<file path="config.mk">
export PLATFORM = sky130hd
export DESIGN_NAME = seg_addr_gen
export DESIGN_NICKNAME = d
export VERILOG_FILES = /design/src/rtl/seg_addr_pkg.sv /design/src/rtl/seg_regfile.sv /design/src/rtl/seg_select.sv /design/src/rtl/addr_adder.sv /design/src/rtl/seg_addr_gen.sv
export SDC_FILE = /design/constraint.sdc
export NUM_CORES = 1
export LEC_CHECK = 0
export ABC_AREA = 1
export BUFFER_PORTS_ARGS = -buffer_cell sky130_fd_sc_hd__clkbuf_2
export CAP_MARGIN = 25
export CORE_MARGIN = 4
export CORE_UTILIZATION = 40
export CTS_BUF_LIST = sky130_fd_sc_hd__clkbuf_4
export CTS_CLUSTER_SIZE = 28
export DETAILED_ROUTE_END_ITERATION = 8
export PLACE_DENSITY = 0.59
export SYNTH_ARGS = -nofsm -noshare
export SYNTH_HDL_FRONTEND = slang
export SYNTH_SLANG_ARGS = --single-unit
</file>
<file path="constraint.sdc">
create_clock -name clk -period 6.1 [get_ports clk]
set_input_delay 0.915 -clock clk [delete_from_list [all_inputs] [get_ports clk]]
set_output_delay 0.915 -clock clk [all_outputs]
set_load 0.1 [all_outputs]
</file>
<file path="src/rtl/seg_addr_pkg.sv">
package seg_addr_pkg;
  localparam int SEG_W  = 16;
  localparam int OFF_W  = 16;
  localparam int SHIFT  = 4;
  localparam int ADDR_W = SEG_W + SHIFT;
  localparam int NSEG   = 4;
  localparam int SEL_W  = $clog2(NSEG);

  typedef enum logic [SEL_W-1:0] {
    SEG_CODE  = 2'd0,
    SEG_STACK = 2'd1,
    SEG_DATA  = 2'd2,
    SEG_EXTRA = 2'd3
  } seg_idx_e;

  typedef enum logic [1:0] {
    ACC_FETCH = 2'd0,
    ACC_STACK = 2'd1,
    ACC_DATA  = 2'd2,
    ACC_SDST  = 2'd3
  } acc_kind_e;
endpackage

</file>
<file path="src/rtl/seg_regfile.sv">
module seg_regfile
  import seg_addr_pkg::*;
#(
  parameter int W = SEG_W,
  parameter int N = NSEG,
  localparam int SW = $clog2(N)
) (
  input  logic          clk,
  input  logic          rst,
  input  logic          wr_en,
  input  logic [SW-1:0] wr_sel,
  input  logic [W-1:0]  wr_data,
  input  logic [SW-1:0] rd_sel,
  output logic [W-1:0]  rd_data,
  input  logic [SW-1:0] lk_sel,
  output logic [W-1:0]  lk_data
);
  logic [W-1:0] regs [N];

  for (genvar i = 0; i < N; i++) begin : g_seg
    always_ff @(posedge clk) begin
      if (rst) regs[i] <= '0;
      else if (wr_en && wr_sel == SW'(i)) regs[i] <= wr_data;
    end

    assert_write_isolated_R9: assert property (@(posedge clk) disable iff (rst)
      !(wr_en && wr_sel == SW'(i)) |=> $stable(regs[i]));
  end

  assign rd_data = regs[rd_sel];
  assign lk_data = regs[lk_sel];
endmodule

</file>
<file path="src/rtl/seg_select.sv">
module seg_select
  import seg_addr_pkg::*;
#(
  parameter int SW = SEL_W
) (
  input  logic [1:0]    kind,
  input  logic          ovr_en,
  input  logic [SW-1:0] ovr_sel,
  output logic [SW-1:0] sel
);
  always_comb begin
    if (ovr_en) sel = ovr_sel;
    else begin
      unique case (acc_kind_e'(kind))
        ACC_FETCH: sel = SW'(SEG_CODE);
        ACC_STACK: sel = SW'(SEG_STACK);
        ACC_DATA:  sel = SW'(SEG_DATA);
        ACC_SDST:  sel = SW'(SEG_EXTRA);
        default:   sel = SW'(SEG_CODE);
      endcase
    end
  end
endmodule

</file>
<file path="src/rtl/addr_adder.sv">
module addr_adder #(
  parameter int SW = 16,
  parameter int OW = 16,
  parameter int SH = 4,
  localparam int AW = SW + SH
) (
  input  logic [SW-1:0] seg,
  input  logic [OW-1:0] off,
  output logic [AW-1:0] phys
);
  logic [AW:0] full;
  assign full = {1'b0, seg, {SH{1'b0}}} + (AW+1)'(off);
  assign phys = full[AW-1:0];
endmodule

</file>
<file path="src/rtl/seg_addr_gen.sv">
module seg_addr_gen
  import seg_addr_pkg::*;
#(
  parameter int SEGW = SEG_W,
  parameter int OFFW = OFF_W,
  parameter int SHW  = SHIFT,
  localparam int AW  = SEGW + SHW,
  localparam int SW  = SEL_W
) (
  input  logic            clk,
  input  logic            rst,
  input  logic            wr_en,
  input  logic [SW-1:0]   wr_sel,
  input  logic [SEGW-1:0] wr_data,
  input  logic [SW-1:0]   rd_sel,
  output logic [SEGW-1:0] rd_data,
  input  logic            req_vld,
  input  logic [1:0]      req_kind,
  input  logic [OFFW-1:0] req_off,
  input  logic            ovr_en,
  input  logic [SW-1:0]   ovr_sel,
  output logic            addr_vld,
  output logic [AW-1:0]   addr_out
);
  logic [SW-1:0]   sel;
  logic [SEGW-1:0] seg_val;
  logic [AW-1:0]   phys;

  seg_select #(.SW(SW)) u_sel (
    .kind(req_kind), .ovr_en(ovr_en), .ovr_sel(ovr_sel), .sel(sel)
  );

  seg_regfile #(.W(SEGW), .N(NSEG)) u_rf (
    .clk(clk), .rst(rst), .wr_en(wr_en), .wr_sel(wr_sel), .wr_data(wr_data),
    .rd_sel(rd_sel), .rd_data(rd_data), .lk_sel(sel), .lk_data(seg_val)
  );

  addr_adder #(.SW(SEGW), .OW(OFFW), .SH(SHW)) u_add (
    .seg(seg_val), .off(req_off), .phys(phys)
  );

  always_ff @(posedge clk) begin
    if (rst) begin
      addr_vld <= 1'b0;
      addr_out <= '0;
    end else begin
      addr_vld <= req_vld;
      if (req_vld) addr_out <= phys;
    end
  end

  assert_vld_follows_R2: assert property (@(posedge clk) disable iff (rst)
    req_vld |=> addr_vld);
  assert_vld_drops_R2: assert property (@(posedge clk) disable iff (rst)
    !req_vld |=> !addr_vld);
  assert_addr_hold_R12: assert property (@(posedge clk) disable iff (rst)
    !req_vld |=> $stable(addr_out));
  assert_addr_sum_R3: assert property (@(posedge clk) disable iff (rst)
    req_vld |=> addr_out == AW'({$past(seg_val), {SHW{1'b0}}} + AW'($past(req_off))));
  assert_reset_R1: assert property (@(posedge clk)
    $past(rst) |-> (!addr_vld && addr_out == '0));
endmodule

</file>
==> results of run 1 <==
where the power goes:
part | internal (µW) | leakage [µW] | switching, µW
Sequential | 671 | 0.000804 | 23.5
Combinational | 112 | 0.00148 | 395
Clock | 131 | 0.0000805 | 222
Total | 913 | 0.00237 | 641
worst max path at each step:
| stage | from | endpoint | slack [ps] | cells after the start |
|---|---|---|---|---|
| after floorplan | rd_sel[0] | rd_data[15] | 2320 | 4 |
| after global placement | rd_sel[0] | rd_data[15] | 2190 | 6 |
| after detailed placement | rd_sel[0] | rd_data[7] | 2130 | 5 |
| after CTS | rd_sel[0] | rd_data[7] | 2120 | 5 |
| after global routing | rd_sel[0] | rd_data[7] | 1940 | 5 |
| final | rd_sel[0] | rd_data[7] | 2090 | 5 |
layout make-up:
type	count	area share (%)
Sequential cell	85	44.4
Multi-Input combinational cell	405	38.1
Timing Repair Buffer	81	7.68
Inverter	52	3.70
Tap cell	143	3.39
Clock inverter	7	1.52
Clock buffer	9	1.28
registers in the layout, indices dropped and copies added (netlist names):
| signal | flops |
|---|---|
| u_rf.regs | 64 |
| addr_out | 20 |
| addr_vld | 1 |
cell families (layout without fill, tap and decap cells):
group	count (synthesis)	count (layout)	share of synthesized area, %
XOR/XNOR	9	9	1.69
flip-flops	85	85	50.3
adder cells (fa/ha/maj)	14	14	3.92
AND/OR/NAND/NOR	252	252	22.4
AO/OA/AOI/OAI	130	130	15.2
buffers and inverters	78	149	6.53
through the flow:
stage,total power [µW],area [µm²],std cells,utilization (%),worst slack (ps)
detailed placement,1210,5130,766,44.9,2130
global route,1630,5280,782,46.2,1940
CTS,1560,5280,782,46.2,2120
global placement,1210,5130,766,44.9,2190
finish,1550,5280,782,46.2,2090
floorplan,1110,4650,568,-,2320
synthesized netlist by cell type, types with 3 or more instances:
cell type  instances  area, µm²
nor2_1           161        604
o21ai_0           75        375
edfxtp_1          64       1920
inv_1             49        184
nand2_1           45        169
nand3_1           31        155
o22ai_1           27        169
clkbuf_1          22       82.6
dfxtp_1           21        420
a21oi_1           17       85.1
ha_1              13        163
xor2_1             9       78.8
nand4_1            4       25.0
nor2_2             4       25.0
buf_2              3       15.0
nand2_4            3       33.8
o21ai_1            3       15.0
tightest hold or removal path: stages, from the launching register on:
cell and delay (ps):
dfxtp_1 350, o21ai_0 70, nor2_1 70
layer usage:
| metal | vias up | wire, µm |
|---|---|---|
| met5 | - | 0 |
| met4 | 0 | 106 |
| met2 | 151 | 5950 |
| met1 | 1955 | 5510 |
| li1 | 2052 | - |
| met3 | 9 | 943 |
layout by cell type, fill, tap and decap left out, types with 2 or more instances in the layout:
cell	Yosys	layout
a31oi_1	2	2
xor2_1	9	9
inv_6	0	2
o21ai_0	75	75
nand2_1	45	45
nand4_1	4	4
nand2_4	3	3
ha_1	13	13
clkbuf_4	0	9
clkbuf_2	0	81
clkinv_4	0	2
nand3_1	31	31
clkinv_1	1	2
inv_2	2	2
a21oi_1	17	17
o21ai_2	2	2
inv_1	49	49
o211ai_1	2	2
dfxtp_1	21	21
edfxtp_1	64	64
o21ai_1	3	3
o22ai_1	27	27
nor2_2	4	4
nor2_1	161	161
==> results.yml, run 1 <==
setup_path:
  crit_required_ps: 5180
  crit_fanout: 33
  crit_buf_inv: 3
  timing.rr.end: "addr_out[16]$_SDFFE_PP0P_"
  critPathKind: "primary input to primary output"
  critPathLaunchType: "primary input"
  reg2reg_depth: 12
  ff2ff_setup_slack_ps: 3770
  critical-path-top-delay-family: "buffers and inverters"
  critPathCaptureType: "primary output"
  cp.arrival_ps: 3090
  crit_chain: "clkbuf_2 -> inv_1 -> o21ai_0 -> o22ai_1 -> clkbuf_2"
  cp_common_cell: "clkbuf_2"
  rr_startpoint: "u_rf.regs[0][0]$_SDFFCE_PN0P_"
  slowest_delay_ps: 880
  slowest_stage: "inv_1"
final_layout:
  area_growth_pct: 13.4
  fill_cells: 1151
  final-seq-area_mm2: 0.00234
  nNetsFinal: 693
  multiInputGateArea_mm2: 0.00201
  antenna_cells: 0
  drive_gt1_share_pct: 17.1
route:
  drcViolationCount: 0
  wire_per_inst_um: 16.0
  wl_um: 12500
  vias: 4167
  drtIter0Drc: 317
  dr.pass1.iters: 5
  viasPerCell: 5.33
  ant_nets: 0
synthesis:
  syn_area_per_cell_um2: 8.19
  synth_top_flop_cell: "edfxtp_1"
  ys_seq_area_share_pct: 50.3
  synth_edf_count: 64
  syn_inst: 568
  ys_ff_latch: 85
  ys_warn_count: 0
  netlist_area_mm2: 0.00465
  ys_types: 30
  synthArstFlopShare_pct: 0
  synth_fp_nets: 627
die:
  die_area_mm2: 0.0134
  dieHeight_um: 116
  start_util_pct: 40.8
  die_x_um: 116
  ios: 82
  rows: 39
  core_mm2: 0.0114
global_routing:
  grt_pass1_vias: 3913
  antenna_found_initial: 0
  use_met1_pct: 23.7
  grt_use_met3_pct: 4.28
  grt_pass1_wl_um: 19400
  top_usage_layer: "met2"
  gr-total-overflow: 0
  met2_usage_pct: 32.9
  groute.usage.overall_pct: 18.9
  grt_start_max_net_pins: 34
sta:
  clock_skew_ps: 20.1
  setup_viol: 0
  fin_setup_tns_ps: 0
  min_period_ps: 4010
  finalCritPeriodShare_pct: 65.7
  whs_ps: 510
  max_freq_ghz: 0.249
  rsz0062_at_grt: "no"
  maxSlewViolCount: 0
  worst_slew_pin_slew_ps: 1010
  hold_violations: 0
  max_slew_margin_pct: 32.7
pwr:
  p_per_area_mw_per_mm2: 294
  p_leak_uw: 0.00237
  ir_worst_vdd_v: 0.000160
clock_tree:
  cts_root_buf: "clkbuf_4"
  ctsResizeCount: 0
  cts-hold-fix-buffers: 0
  clk_path_buf_depth: 2
  cts_sinks: 85
  clkTransAtPathRegs_ps: 130
  insertion_delay_ps: 460
  cts_buffers: 9
  htreeDepth: 3
  cts_setup_buffers: 0
  cts_tree: "built"
min_path:
  hp-start: "addr_out[3]$_SDFFE_PP0P_"
  worstHoldPathCells: 2
  min_to: "addr_out[3]$_SDFFE_PP0P_"
  hold_class: "flip-flop to flip-flop"
status:
  outcome: "completed"
placed_design:
  dp_hpwl_um: 8520
  port_buffers: 81
  place_congestion: 0.804
run:
  maxCapViolCount: 0
No activity file was read; power rests on OpenSTA's default activity.
==> inputs of run 2 (changes only) <==
--- a/config.mk
+++ b/config.mk
@@ -5,7 +5,7 @@
 export SDC_FILE = /design/constraint.sdc
 export NUM_CORES = 1
 export LEC_CHECK = 0
-export ABC_AREA = 1
+export ABC_AREA = 0
 export BUFFER_PORTS_ARGS = -buffer_cell sky130_fd_sc_hd__clkbuf_2
 export CAP_MARGIN = 25
 export CORE_MARGIN = 4
==> constraint.sdc (replaced) <==
create_clock -name clk -period 3.8 [get_ports clk]
set_input_delay 0.57 -clock clk [delete_from_list [all_inputs] [get_ports clk]]
set_output_delay 0.57 -clock clk [all_outputs]
set_load 0.1 [all_outputs]
==> run 2 against run 1 <==
Critical path depth up 5. Die area down 0.50%. Global-route usage down 2.2 points. Combinational power up 68%. Total power up 61%. Sequential share of layout area down 0.59 points. Non-clock buffer count up 7. Cell count down 26%.
==> results.yml, run 2 <==
clock_tree:
  cts_sinks: 85
  cts_tree: "built"
  insertion_delay_ps: 430
  cts_setup_buffers: 0
  cts-hold-fix-buffers: 0
  clkTransAtPathRegs_ps: 140
  clk_path_buf_depth: 2
  htreeDepth: 3
  cts_buffers: 9
  cts_root_buf: "clkbuf_4"
  ctsResizeCount: 0
final_layout:
  most-common-layout-cells: "clkbuf_2 (81), and2_1 (65), edfxtp_1 (64)"
  fill_cells: 1060
  final_common_cell: "clkbuf_2"
  largestRegisters: "u_rf.regs x64, addr_out x20, addr_vld x1"
  largest_register_ffs: 64
  multiInputGateArea_mm2: 0.00221
  nNetsFinal: 492
  drive_gt1_share_pct: 32.6
  top_register: "u_rf.regs"
  utilization_pct: 47.0
  area_growth_pct: 15.5
  final-seq-area_mm2: 0.00234
  antenna_cells: 0
pwr:
  ir_worst_vdd_v: 0.000247
  p_leak_uw: 0.00216
  p_per_area_mw_per_mm2: 467
global_routing:
  grt_start_max_net_pins: 30
  antenna_found_initial: 0
  grt_pass1_wl_um: 16900
  groute.usage.overall_pct: 16.8
  gr-total-overflow: 0
  grt_pass1_vias: 3133
sta:
  min_period_ps: 3230
  setup_viol: 0
  maxSlewViolCount: 0
  finalCritPeriodShare_pct: 84.9
  max_freq_ghz: 0.310
  clock_skew_ps: 18.5
  max_slew_margin_pct: 55.6
  fin_setup_tns_ps: 0
  worst_slew_pin_slew_ps: 666
  rsz0062_at_grt: "no"
  hold_violations: 0
setup_path:
  cp_common_cell: "a21oi_1"
  critPathLaunchType: "primary input"
  critical-path-top-delay-family: "compound AO/OA/AOI/OAI gates"
  critPathCaptureType: "flip-flop"
  endpoint: "addr_out[17]$_SDFFE_PP0P_"
  crit_fanout: 6
  startpoint: "ovr_en"
  timing.rr.end: "addr_out[18]$_SDFFE_PP0P_"
  crit_chain: "clkbuf_2 -> mux2i_4 -> mux4_1 -> ha_1 -> a21o_1 -> a21oi_1 -> a21oi_1 -> o2111a_1 -> o211a_1 -> a2111oi_2"
  rr_startpoint: "u_rf.regs[0][0]$_SDFFCE_PN0P_"
  slowest_stage: "mux4_1"
  ff2ff_setup_slack_ps: 1000
  crit_required_ps: 4140
  reg2reg_depth: 9
  worst-path-stages: 10
  crit_buf_inv: 1
  slowest_delay_ps: 600
  cp.arrival_ps: 3570
  critPathKind: "primary input to flip-flop"
synthesis:
  ys_types: 47
  yosysMostFrequentCell: "and2_1"
  netlist_area_mm2: 0.00463
  synthArstFlopShare_pct: 0
  synth_top_area_share_pct: 41.5
  yosys.area.top_type: "edfxtp_1"
  syn_inst: 352
  synth_top_flop_cell: "edfxtp_1"
  syn_area_per_cell_um2: 13.2
  ys_seq_area_share_pct: 50.6
  synthTopCellsByArea: "edfxtp_1 (42%), mux4_2 (13%), dfxtp_1 (9.1%), and2_1 (8.8%), ha_1 (3.5%)"
  ys_warn_count: 0
  synth_fp_nets: 411
  synth_edf_count: 64
  ys_ff_latch: 85
  ys_top_cells_by_count: "and2_1 (65), edfxtp_1 (64), mux4_2 (27), nor2_1 (23), dfxtp_1 (21)"
placed_design:
  port_buffers: 81
  place_congestion: 0.778
  dp_hpwl_um: 7590
run:
  maxCapViolCount: 0
die:
  ios: 82
  die_x_um: 116
  dieHeight_um: 116
  start_util_pct: 40.7
  core_mm2: 0.0114
  rows: 39
  die_area_mm2: 0.0134
min_path:
  hold_class: "primary input to flip-flop"
  hp-start: "req_off[0]"
status:
  outcome: "completed"
route:
  wl_um: 10700
  viasPerCell: 5.38
  drtIter0Drc: 235
  ant_nets: 0
  vias: 3128
  wire_per_inst_um: 18.4
  drcViolationCount: 0
  dr.pass1.iters: 4
run 2: cell type report:
| type | instances | share of cell area [%] |
|---|---|---|
| Sequential cell | 85 | 43.8 |
| Multi-Input combinational cell | 243 | 41.3 |
| Timing Repair Buffer | 88 | 8.56 |
| Tap cell | 143 | 3.35 |
| Clock inverter | 7 | 1.36 |
| Clock buffer | 9 | 1.26 |
| Inverter | 6 | 0.421 |
run 2: worst register-to-register path, cell delays in order, from the launching register on:
cell	delay, ps
edfxtp_1	420
mux4_2	490
ha_1	220
fa_1	430
a211oi_1	320
o211ai_1	200
nand4_1	140
a21oi_1	120
and4_1	200
nor4_2	180
run 2: metal layers:
metal  global-route usage (%)  vias to the layer above  routed length (µm)
met4                     4.23                        0                  55
li1                         -                     1508                   -
met5                        0                        -                   0
met3                     4.07                        4                 845
met1                     23.3                     1516                4800
met2                     26.7                      100                4980
run 2: logic make-up after synthesis:
| group | synth area share [%] |
|---|---|
| fa+ha+maj | 3.95 |
| simple gates | 16.0 |
| mux | 18.3 |
| compound gates | 7.54 |
| flops | 50.6 |
| buf+inv | 2.16 |
| xor+xnor | 1.51 |
run 2: worst min-delay path by stage:
| stage | end | cells past startpoint |
|---|---|---|
| CTS | addr_out[3]$_SDFFE_PP0P_ | 3 |
| finish | addr_out[0]$_SDFFE_PP0P_ | 3 |
| detailed placement | addr_out[11]$_SDFFE_PP0P_ | 2 |
| global placement | addr_out[11]$_SDFFE_PP0P_ | 2 |
| global route | addr_out[0]$_SDFFE_PP0P_ | 3 |
| floorplan | addr_out[0]$_SDFFE_PP0P_ | 2 |
run 2: report_power, final:
| part | internal [µW] | switching [µW] | leakage (µW) |
|---|---|---|---|
| logic | 240 | 613 | 0.00128 |
| registers | 1080 | 38.6 | 0.000803 |
| clock network | 203 | 326 | 0.0000743 |
| total | 1520 | 978 | 0.00216 |
run 2: per-stage QoR:
stage / hold WS (ps) / power, µW / instances / area [µm²] / worst slack [ps]
final: 375 / 2500 / 581 / 5350 / 574
after global routing: 389 / 2630 / 581 / 5350 / 377
after CTS: 350 / 2530 / 581 / 5350 / 598
after detailed placement: 466 / 1990 / 565 / 5210 / 126
after global placement: 456 / 1990 / 565 / 5210 / 185
after floorplan: 717 / 1820 / 352 / 4630 / 288
==> inputs of run 3 (changes only) <==
==> constraint.sdc (replaced) <==
create_clock -name clk -period 3.3 [get_ports clk]
set_input_delay 0.495 -clock clk [delete_from_list [all_inputs] [get_ports clk]]
set_output_delay 0.495 -clock clk [all_outputs]
set_load 0.1 [all_outputs]
==> run 3 against run 2 <==
Die area unchanged. Critical path depth up 3. Flip-flop and latch count unchanged. Combinational power up 22%. Largest power group unchanged. Cell count up 4.8%.
==> results.yml, run 3 (same netlist as run 2, synthesis figures left out) <==
global_routing:
  grt_start_max_net_pins: 30
  groute.usage.overall_pct: 16.8
  gr-total-overflow: 0
  antenna_found_initial: 0
  grt_pass1_wl_um: 16700
  grt_pass1_vias: 3179
pwr:
  switchingPower_uw: 1130
  switching_share_pct: 38.5
  ir_worst_vdd_v: 0.000369
  p_per_area_mw_per_mm2: 532
  clockPowerShare_pct: 21.0
  intPower_uw: 1820
  combPwrFrac_pct: 35.4
  p_seq_share_pct: 43.6
  p_leak_uw: 0.00229
clock_tree:
  clkTransAtPathRegs_ps: 130
  cts_sinks: 85
  ctsResizeCount: 0
  cts_tree: "built"
  htreeDepth: 3
  cts_buffers: 9
  cts_root_buf: "clkbuf_4"
  cts_setup_buffers: 0
  cts-hold-fix-buffers: 0
  clk_path_buf_depth: 2
  insertion_delay_ps: 440
run:
  maxCapViolCount: 0
route:
  ant_nets: 0
  vias: 3208
  drtIter0Drc: 259
  wl_um: 10900
  wire_per_inst_um: 18.0
  viasPerCell: 5.27
  dr.pass1.iters: 4
  drcViolationCount: 0
final_layout:
  final_area_mm2: 0.00554
  nNetsFinal: 520
  top_register: "u_rf.regs"
  largest_register_ffs: 64
  drive_gt1_share_pct: 36.1
  most-common-layout-cells: "clkbuf_2 (81), and2_1 (65), edfxtp_1 (64)"
  largestRegisters: "u_rf.regs x64, addr_out x20, addr_vld x1"
  area_growth_pct: 19.7
  final_common_cell: "clkbuf_2"
  final_cell_count_no_fill: 609
  antenna_cells: 0
sta:
  whs_ps: 291
  worst_slew_pin_slew_ps: 659
  max_freq_ghz: 0.337
  maxSlewViolCount: 0
  max_slew_margin_pct: 56.0
  finalCritPeriodShare_pct: 90.0
  hold_violations: 0
  fin_setup_tns_ps: 0
  clock_skew_ps: 14.0
  min_period_ps: 2970
  setup_viol: 0
  rsz0062_at_grt: "no"
  setup_slack_ps: 329
setup_path:
  critPathCaptureType: "flip-flop"
  reg2reg_depth: 9
  timing.rr.end: "addr_out[18]$_SDFFE_PP0P_"
  crit_fanout: 4
  cp.arrival_ps: 3330
  rr_startpoint: "u_rf.regs[2][0]$_SDFFCE_PN0P_"
  crit_required_ps: 3660
  critPathKind: "primary input to flip-flop"
  critPathLaunchType: "primary input"
  ff2ff_setup_slack_ps: 580
die:
  ios: 82
  rows: 39
  die_area_mm2: 0.0134
  dieHeight_um: 116
  die_x_um: 116
  core_mm2: 0.0114
  start_util_pct: 40.7
placed_design:
  dp_cells: 593
  port_buffers: 81
  place_congestion: 0.784
  dp_hpwl_um: 7960
  place_ws_ps: -186
  placed_area_mm2: 0.00540
status:
  outcome: "completed"
min_path:
  hp-start: "req_off[1]"
  min_to: "addr_out[1]$_SDFFE_PP0P_"
  hold_class: "primary input to flip-flop"
  worstHoldPathCells: 3
-- run 3: through the flow --
stage	power, µW	util [%]
finish	2950	48.8
global route	3100	48.8
CTS	2980	48.8
floorplan	2100	-
global placement	2350	47.5
detailed placement	2360	47.5
-- run 3: how the worst max path moves through the flow --
stage                 from                         to  slack (ps)  cells past startpoint
floorplan           ovr_en  addr_out[17]$_SDFFE_PP0P_           4                     11
global placement    ovr_en  addr_out[18]$_SDFFE_PP0P_         -70                     13
detailed placement  ovr_en  addr_out[18]$_SDFFE_PP0P_        -190                     13
CTS                 ovr_en  addr_out[18]$_SDFFE_PP0P_         310                     13
global route        ovr_en  addr_out[18]$_SDFFE_PP0P_         160                     11
finish              ovr_en  addr_out[18]$_SDFFE_PP0P_         330                     13
-- run 3: power by group through the flow --
stage	registers [µW]	logic, µW	clock network (µW)
final	1290	1040	620
after global routing	1300	1110	686
after CTS	1290	1050	644
after global placement	1310	1040	0
after detailed placement	1310	1050	0
after floorplan	1530	571	0
-- run 3: per-layer routing --
| metal | share of wire, % | vias to the layer above | GRT usage [%] | wire length, µm |
|---|---|---|---|---|
| li1 | - | 1558 | - | - |
| met1 | 45 | 1552 | 22.8 | 4910 |
| met2 | 48 | 94 | 27.2 | 5240 |
| met3 | 7.0 | 4 | 4.28 | 761 |
| met4 | 0.33 | 0 | 4.23 | 36 |
| met5 | 0 | - | 0 | 0 |
-- run 3: area by class of cell --
type / instances / area, µm²
clock buffer: 10 / 75.1
clock inverter: 6 / 68.8
fill: 1033 / 5830
inverter: 6 / 22.5
multi-input combinational: 243 / 2190
sequential: 85 / 2340
tap: 143 / 179
timing repair buffer: 116 / 668
-- run 3: worst max-delay path: stages --
cell	delay [ps]
clkbuf_2	120
buf_4	150
nand2_1	80
o21a_1	210
mux4_2	530
ha_1	220
fa_1	390
a211oi_1	270
o211ai_1	200
nand4_1	140
a21oi_1	110
and4_1	200
nor4_2	200
